===== src/rtl/sram_ctrl_pkg.sv =====
package sram_ctrl_pkg;
  typedef enum logic [2:0] {
    ST_IDLE  = 3'd0,
    ST_SETUP = 3'd1,
    ST_READ  = 3'd2,
    ST_WRITE = 3'd3,
    ST_RECOV = 3'd4
  } ctrl_state_t;
endpackage


===== src/rtl/sram_cyc_timer.sv =====
module sram_cyc_timer #(
  parameter int CW = 4
) (
  input  logic          clk,
  input  logic          rst,
  input  logic          load,
  input  logic [CW-1:0] load_val,
  output logic          zero
);
  logic [CW-1:0] cnt;

  always_ff @(posedge clk) begin
    if (rst) begin
      cnt <= '0;
    end else if (load) begin
      cnt <= load_val;
    end else if (cnt != '0) begin
      cnt <= cnt - 1'b1;
    end
  end

  assign zero = (cnt == '0);

  AST_TMR_COUNTDOWN: assert property (@(posedge clk) disable iff (rst)
    (!load && !zero) |=> (cnt == $past(cnt) - 1'b1));
endmodule


===== src/rtl/sram_io_regs.sv =====
module sram_io_regs #(
  parameter int AW = 15,
  parameter int DW = 8
) (
  input  logic          clk,
  input  logic          rst,
  input  logic          cap_req,
  input  logic [AW-1:0] in_addr,
  input  logic [DW-1:0] in_wdata,
  input  logic          cap_rd,
  input  logic [DW-1:0] in_rdata,
  output logic [AW-1:0] out_addr,
  output logic [DW-1:0] out_wdata,
  output logic [DW-1:0] out_rdata
);
  always_ff @(posedge clk) begin
    if (rst) begin
      out_addr  <= '0;
      out_wdata <= '0;
      out_rdata <= '0;
    end else begin
      if (cap_req) begin
        out_addr  <= in_addr;
        out_wdata <= in_wdata;
      end
      if (cap_rd) begin
        out_rdata <= in_rdata;
      end
    end
  end

  AST_CAP_EXCLUSIVE: assert property (@(posedge clk) disable iff (rst)
    !(cap_req && cap_rd));
endmodule


===== src/rtl/sram_cycle_ctrl.sv =====
module sram_cycle_ctrl
  import sram_ctrl_pkg::*;
#(
  parameter int AW      = 15,
  parameter int DW      = 8,
  parameter int RD_CYC  = 3,
  parameter int WR_CYC  = 2,
  parameter int REC_CYC = 2
) (
  input  logic          clk,
  input  logic          rst,
  input  logic          req,
  input  logic          req_wr,
  input  logic [AW-1:0] req_addr,
  input  logic [DW-1:0] req_wdata,
  input  logic          inhibit,
  output logic [DW-1:0] rsp_rdata,
  output logic          rsp_done,
  output logic          rsp_err,
  output logic [AW-1:0] mem_addr,
  output logic          mem_ce_n,
  output logic          mem_we_n,
  output logic          mem_oe_n,
  output logic [DW-1:0] mem_dq_out,
  output logic          mem_dq_oe,
  input  logic [DW-1:0] mem_dq_in
);
  localparam int MAXC = (RD_CYC > WR_CYC) ?
                        ((RD_CYC > REC_CYC) ? RD_CYC : REC_CYC) :
                        ((WR_CYC > REC_CYC) ? WR_CYC : REC_CYC);
  localparam int CW = $clog2(MAXC + 1);
  localparam logic [CW-1:0] RD_LD  = CW'(RD_CYC - 1);
  localparam logic [CW-1:0] WR_LD  = CW'(WR_CYC - 1);
  localparam logic [CW-1:0] REC_LD = CW'(REC_CYC - 1);

  ctrl_state_t   st;
  logic          is_wr;
  logic          tmr_zero;
  logic          tmr_load;
  logic [CW-1:0] tmr_val;
  logic          cap_req;
  logic          cap_rd;

  assign cap_req = (st == ST_IDLE) && req && !inhibit;
  assign cap_rd  = (st == ST_READ) && tmr_zero;

  always_comb begin
    tmr_load = 1'b0;
    tmr_val  = '0;
    if (st == ST_SETUP) begin
      tmr_load = 1'b1;
      tmr_val  = is_wr ? WR_LD : RD_LD;
    end else if (st == ST_WRITE && tmr_zero) begin
      tmr_load = 1'b1;
      tmr_val  = REC_LD;
    end
  end

  sram_cyc_timer #(.CW(CW)) u_timer (
    .clk      (clk),
    .rst      (rst),
    .load     (tmr_load),
    .load_val (tmr_val),
    .zero     (tmr_zero)
  );

  sram_io_regs #(.AW(AW), .DW(DW)) u_io (
    .clk       (clk),
    .rst       (rst),
    .cap_req   (cap_req),
    .in_addr   (req_addr),
    .in_wdata  (req_wdata),
    .cap_rd    (cap_rd),
    .in_rdata  (mem_dq_in),
    .out_addr  (mem_addr),
    .out_wdata (mem_dq_out),
    .out_rdata (rsp_rdata)
  );

  always_ff @(posedge clk) begin
    if (rst) begin
      st        <= ST_IDLE;
      is_wr     <= 1'b0;
      mem_ce_n  <= 1'b1;
      mem_we_n  <= 1'b1;
      mem_oe_n  <= 1'b1;
      mem_dq_oe <= 1'b0;
      rsp_done  <= 1'b0;
      rsp_err   <= 1'b0;
    end else begin
      rsp_done <= 1'b0;
      rsp_err  <= 1'b0;
      case (st)
        ST_IDLE: begin
          if (req) begin
            if (inhibit) begin
              rsp_done <= 1'b1;
              rsp_err  <= 1'b1;
            end else begin
              st        <= ST_SETUP;
              is_wr     <= req_wr;
              mem_dq_oe <= req_wr;
            end
          end
        end
        ST_SETUP: begin
          mem_ce_n <= 1'b0;
          if (is_wr) begin
            mem_we_n <= 1'b0;
            st       <= ST_WRITE;
          end else begin
            mem_oe_n <= 1'b0;
            st       <= ST_READ;
          end
        end
        ST_READ: begin
          if (tmr_zero) begin
            mem_ce_n <= 1'b1;
            mem_oe_n <= 1'b1;
            rsp_done <= 1'b1;
            st       <= ST_IDLE;
          end
        end
        ST_WRITE: begin
          if (tmr_zero) begin
            mem_ce_n <= 1'b1;
            mem_we_n <= 1'b1;
            st       <= ST_RECOV;
          end
        end
        ST_RECOV: begin
          mem_dq_oe <= 1'b0;
          if (tmr_zero) begin
            rsp_done <= 1'b1;
            st       <= ST_IDLE;
          end
        end
        default: st <= ST_IDLE;
      endcase
    end
  end

  AST_WE_OE_EXCL: assert property (@(posedge clk) disable iff (rst)
    !(!mem_we_n && !mem_oe_n));
  AST_STROBE_NEEDS_CE: assert property (@(posedge clk) disable iff (rst)
    (!mem_we_n || !mem_oe_n) |-> !mem_ce_n);
  AST_ADDR_STABLE: assert property (@(posedge clk) disable iff (rst)
    (!mem_ce_n && $past(!mem_ce_n)) |-> $stable(mem_addr));
  AST_NO_CONTENTION: assert property (@(posedge clk) disable iff (rst)
    mem_dq_oe |-> mem_oe_n);
  AST_DONE_PULSE: assert property (@(posedge clk) disable iff (rst)
    rsp_done |=> !rsp_done);
  AST_ERR_WITH_DONE: assert property (@(posedge clk) disable iff (rst)
    rsp_err |-> rsp_done);
  AST_INHIBIT_NO_STROBE: assert property (@(posedge clk) disable iff (rst)
    (st == ST_IDLE && req && inhibit) |=> (mem_ce_n && rsp_err));
endmodule


===== config.mk =====
export PLATFORM = sky130hd
export DESIGN_NAME = sram_cycle_ctrl
export DESIGN_NICKNAME = d
export VERILOG_FILES = /design/src/rtl/sram_ctrl_pkg.sv /design/src/rtl/sram_cyc_timer.sv /design/src/rtl/sram_io_regs.sv /design/src/rtl/sram_cycle_ctrl.sv
export SDC_FILE = /design/constraint.sdc
export NUM_CORES = 1
export LEC_CHECK = 0
export BUFFER_PORTS_ARGS = -buffer_cell sky130_fd_sc_hd__clkbuf_2
export CELL_PAD_IN_SITES_DETAIL_PLACEMENT = 1
export CELL_PAD_IN_SITES_GLOBAL_PLACEMENT = 2
export CORE_MARGIN = 5
export CORE_UTILIZATION = 29
export CTS_BUF_LIST = sky130_fd_sc_hd__clkbuf_4 sky130_fd_sc_hd__clkbuf_8
export CTS_CLUSTER_SIZE = 20
export DETAILED_ROUTE_END_ITERATION = 12
export PLACE_DENSITY_LB_ADDON = 0.1
export SYNTH_ARGS = -nofsm -noshare
export SYNTH_HDL_FRONTEND = slang
export SYNTH_HIERARCHICAL = 1
export SYNTH_SLANG_ARGS = --single-unit

===== constraint.sdc =====
create_clock -name clk -period 1.97 [get_ports clk]
set_input_delay 0.197 -clock clk [delete_from_list [all_inputs] [get_ports clk]]
set_output_delay 0.197 -clock clk [all_outputs]
set_load 0.005 [all_outputs]

# Yosys cells after proc, flatten, opt, wreduce, memory -nomap -nowiden
# Cells that the tools add are included.
[word_totals]
romBits = 0
n_memories = 0
ram_bits = 0
inputBits = 36
out_inout_bits = 37
reg_bits = 43
word_cells = 75
latchBits = 0
[classes]
n_eq_ne = 12
bitwise = 2
mux = 26
addsub = 1
shift = 0
multipliers = 0
n_lt_le_gt_ge = 0
reduce_logical = 22
n_div = 0
[ops]
columns = ["cell", "n"]
rows = [
  ["1-bit two-way mux", 12],
  ["3-bit two-way mux", 4],
  ["2-bit != test (second input constant)", 6],
  ["3-bit case mux with 4 select lines", 1],
  ["3-bit AND reduction", 4],
  ["2-bit nonzero test", 6],
  ["1-bit case mux with 2 select lines", 5],
  ["2-bit two-way mux", 4],
  ["3-bit by 2-bit == test with 1-bit output (second input constant)", 2],
  ["2-bit OR reduction", 3],
  ["1-bit logical AND", 4],
  ["2-bit by 1-bit != test with 1-bit output (second input constant)", 2],
  ["4-bit AND reduction", 1],
  ["3-bit by 1-bit == test with 1-bit output (second input constant)", 1],
  ["3-bit == test (second input constant)", 1],
  ["3-bit zero test", 1],
  ["2-bit zero test", 1],
  ["1-bit inverter", 2],
  ["2-bit AND reduction", 1],
  ["2-bit by 1-bit subtractor with 2-bit output (second input constant)", 1],
  ["1-bit zero test", 1],
]

# Depth between registers and ports, before layout
[logic_depth]
depth_word = 5
ltp_mapped = 7
mapped_depth_nobuf = 7

# Modules after synthesis
# The synthesis kept the hierarchy.
[modules_own_cells]
columns = ["mod", "cells_each", "n_inst", "area_each_um2", "seq_area_each_um2"]
rows = [
  ["sram_io_regs", 100, 1, 1118.6, 620.6],
  ["sram_cycle_ctrl", 54, 1, 494.2, 200.2],
  ["sram_cyc_timer", 12, 1, 121.4, 40.0],
]

# Worst setup path after synthesis
# No wires, ideal clock.
[synth_timing]
path_kind = "flip-flop to flip-flop"
startpoint = "reg u_timer.cnt[0]"
endpoint = "reg u_io.out_rdata[0]"
path_slack_ns = 0.538
t_required_ns = 1.853
arrival_time_ns = 1.315
path_buffers = 1
synth_period_minus_slack_ns = 1.432
path_stages_with_launch = 8
path_cell_list = "dfxtp_1 > inv_1 > ha_1 > nand2b_1 > nor3_1 > buf_4 > mux2i_1 > nor2_1"
[synth_via]
elab_chain_cells = 2
[synth_lines]
columns = ["item", "line", "rtl"]
rows = [
  ["from (decl)", "sram_cyc_timer.sv:10", "logic [CW-1:0] cnt;"],
  ["from (signal assigned)", "sram_cyc_timer.sv:16", "cnt <= load_val;"],
  ["from (signal assigned)", "sram_cyc_timer.sv:18", "cnt <= cnt - 1'b1;"],
  ["2-bit zero test", "sram_cyc_timer.sv:22", "assign zero = (cnt == '0);"],
  ["via tmr_zero", "sram_cycle_ctrl.sv:38", "logic tmr_zero;"],
  ["1-bit logical AND", "sram_cycle_ctrl.sv:45", "assign cap_rd = (st == ST_READ) && tmr_zero;"],
  ["via cap_rd", "sram_cycle_ctrl.sv:42", "logic cap_rd;"],
  ["to (signal assigned)", "sram_io_regs.sv:27", "out_rdata <= in_rdata;"],
  ["to (decl)", "sram_io_regs.sv:14", "output logic [DW-1:0] out_rdata"],
]
# The timed path passes the listed nets, and every way through them passes these cells.
# A chain may end at the register's enable or synchronous reset.

# Worst setup path in the final report
[layout_timing]
startpoint = "reg u_timer.cnt[0]"
endpoint = "reg u_io.out_rdata[5]"
# The elaborated chain is that of the path after synthesis.

==> metrics.txt <==
vias=1,402; CTS buffer count=5; Core Rows=28; fillers=711; met2 Use GR=0.208; DRT Wirelength=4360 um; r2r startpoint=u_timer/cnt[0]; Fin. Hold Viols=0; antenna cells=0; Final setup violation count=0; Root Driver=clkbuf_8; RR Endpoint=u_io/out_rdata[5]; Worst Path Arrival=1.77 ns; CTS sink count=43; min-delay src=req_wdata[3]; leakage power figure=1.00 nW; type of origin of the critical path=flip-flop; drt drc=0; Final Cycle Share=0.818; initial antenna violation count=0; PostCTS Resize Cnt=0; most frequent cells in the layout=clkbuf_2 (72), dfxtp_1 (43), nor2_1 (35), mux2i_1 (32), a21oi_1 (6); Top Usage Layer GRT=met2; Syn Std Cell Area=1730 um2; layout cells sized above 1=0.370; Crit path required time=2.13 ns; via/cell ratio=4.48; YS warnings=6; status=finished, final reports clean; Die Area=between 7000 and 8000 um2; CTS Hold Bufs=0; Synth Instances=166; DIE WIDTH=87.3 um; core area=5850 um2; WL/cell=13.9 um; Ports=73; H-tree levels=2; Hold EP=u_io/out_wdata[3]; Synth Register Bits=43; commonest non-fill, non-tap cell in the layout=clkbuf_2; first-pass GRT wire length=7110 um; GRT overflow=0; worst setup margin=0.358 ns; Layout Nets=274; Finished Layout Cells=313; Placed Cells=305; TritonRoute pass-1 iters=4; post-CTS setup buffer count=0; GP Congestion=0.781; Starting DRT DRC Count=34; CP max FO=9; Setup TNS Final=0 ns; Cell variety after synth=33; R2R Setup Slk=~0.36 ns; Post-Syn Nets=just over 200; gr usage total=0.119; CP endpoint kind=flip-flop; Hold Crit Depth=3; Design Power=0.00195 W; Min Hold Slack=0.137 ns; met3 Use GR=0.0407; worst reg2reg path depth=7; Routed Antenna Nets=0; Synth area leaders=dfxtp_1 (50%), mux2i_1 (18%), nor2_1 (7.6%), buf_12 (2.3%), nand2b_1 (1.8%); Setup Skew=0.00395 ns; area leader, netlist=dfxtp_1; Die Y=87.3 um; crit path kind=reg -> reg; clock latency on the worst-skew pair=0.29 ns; Pwr Density=883 nW/um2; fmax=620 MHz; RSZ-0062 raised after global routing=false; Starting Density=0.296; Max-slew headroom=0.611; Bufs on Longest Clock Path=2; number of max-slew violations in the final report=0; Max-Cap Viols=0; average size of a mapped cell=10.4 um2; CTS tree=yes; Place WS=0.358 ns; P&R area growth vs syn=27.6%; share of the synthesized area in the top cell type=0.496; met1 Track Usage GR=0.133; PortBufs=between 70 and 80; min Tclk post-route=1.61 ns; VDD IR-drop max=0.000368 V; dpl hpwl=between 3000 and 4000 um; worst slew pin tran=0.584 ns; largest net degree at the start of global routing=30; register area share after synthesis=0.496; Clk pin slew, worst setup/hold paths=0.08 ns; Worst Hold Class=in -> reg; vias in the first global route=roughly 1,500
-- worst max-delay path by stage --
stage,slack (ns),to,cells past startpoint,start
2_1_floorplan,0.54,u_io/out_rdata[0],7,u_timer/cnt[0]
3_5_place_dp,0.36,u_io/out_rdata[7],7,u_timer/cnt[0]
5_1_grt,0.23,u_io/out_rdata[1],7,u_timer/cnt[0]
3_3_place_gp,0.45,u_io/out_rdata[0],7,u_timer/cnt[0]
4_1_cts,0.33,u_io/out_rdata[5],7,u_timer/cnt[0]
6_report,0.36,u_io/out_rdata[5],7,u_timer/cnt[0]
-- per-stage QoR --
stage / util / cell area (um2)
floorplan: - / 1730
CTS: 0.378 / 2210
finish: 0.378 / 2210
global placement: 0.363 / 2120
detailed placement: 0.363 / 2120
global route: 0.378 / 2210
-- power by group --
group          switching, W  internal [W]  total, W
Combinational      0.000212      0.000196  0.000408
Sequential        0.0000452      0.000937  0.000982
Clock              0.000288      0.000277  0.000564
Total              0.000545       0.00141   0.00195
-- flip-flops by register name, summed over array words and instances, names as in the netlist --
signal and cells:
mem_oe_n 1, is_wr 1, u_io/out_addr 15, u_io/out_rdata 8, mem_we_n 1, mem_dq_oe 1, st 3, u_timer/cnt 2
rsp_done 1, u_io/out_wdata 8, rsp_err 1, mem_ce_n 1
-- cells in the mapped netlist --
| cell type | instances |
|---|---|
| a2111oi_2 | 1 |
| a211o_1 | 1 |
| a21oi_1 | 6 |
| a221o_1 | 1 |
| and2_2 | 1 |
| and2b_1 | 1 |
| buf_12 | 2 |
| buf_2 | 3 |
| buf_4 | 2 |
| buf_6 | 2 |
| clkbuf_1 | 2 |
| dfxtp_1 | 43 |
| ha_1 | 1 |
| inv_1 | 5 |
| mux2i_1 | 32 |
| nand2_1 | 2 |
| nand2b_1 | 5 |
| nand3_1 | 2 |
| nand3b_1 | 3 |
| nor2_1 | 35 |
| nor2b_1 | 3 |
| nor3_1 | 2 |
| nor4_1 | 1 |
| nor4_4 | 1 |
| nor4b_1 | 1 |
| o211a_1 | 1 |
| o21a_1 | 1 |
| o21ba_2 | 1 |
| o21bai_1 | 1 |
| o31ai_1 | 1 |
| o41ai_2 | 1 |
| or4_1 | 1 |
| xor2_1 | 1 |
-- worst max-delay path, stage by stage (launching register included) --
cell	delay (ns)
dfxtp_1	0.33
inv_1	0.06
ha_1	0.28
nand2b_1	0.14
nor3_1	0.17
buf_4	0.23
mux2i_1	0.20
nor2_1	0.06
-- per-layer routing --
metal | up-vias | wire (um)
met5 | - | 0
met3 | 5 | 366
met4 | 0 | 45
met2 | 48 | 2170
li1 | 700 | -
met1 | 649 | 1780
-- cell families after synthesis --
family          after synthesis  synth area share
simple gates                 58             0.167
flops                        43             0.496
mux                          32             0.185
buf+inv                      16            0.0685
compound gates               15            0.0707
xor+xnor                      1           0.00505
fa+ha+maj                     1           0.00721
-- final cells by class --
| type | instances | area (um2) | area share |
|---|---|---|---|
| Sequential cell | 43 | 861 | 0.389 |
| Multi-Input combinational cell | 107 | 754 | 0.341 |
| Timing Repair Buffer | 75 | 395 | 0.179 |
| Tap cell | 75 | 93.8 | 0.0424 |
| Clock buffer | 7 | 83.8 | 0.0379 |
| Inverter | 5 | 18.8 | 0.00848 |
| Clock inverter | 1 | 5.00 | 0.00226 |
Note: power is estimated with default switching activity, not from simulation.
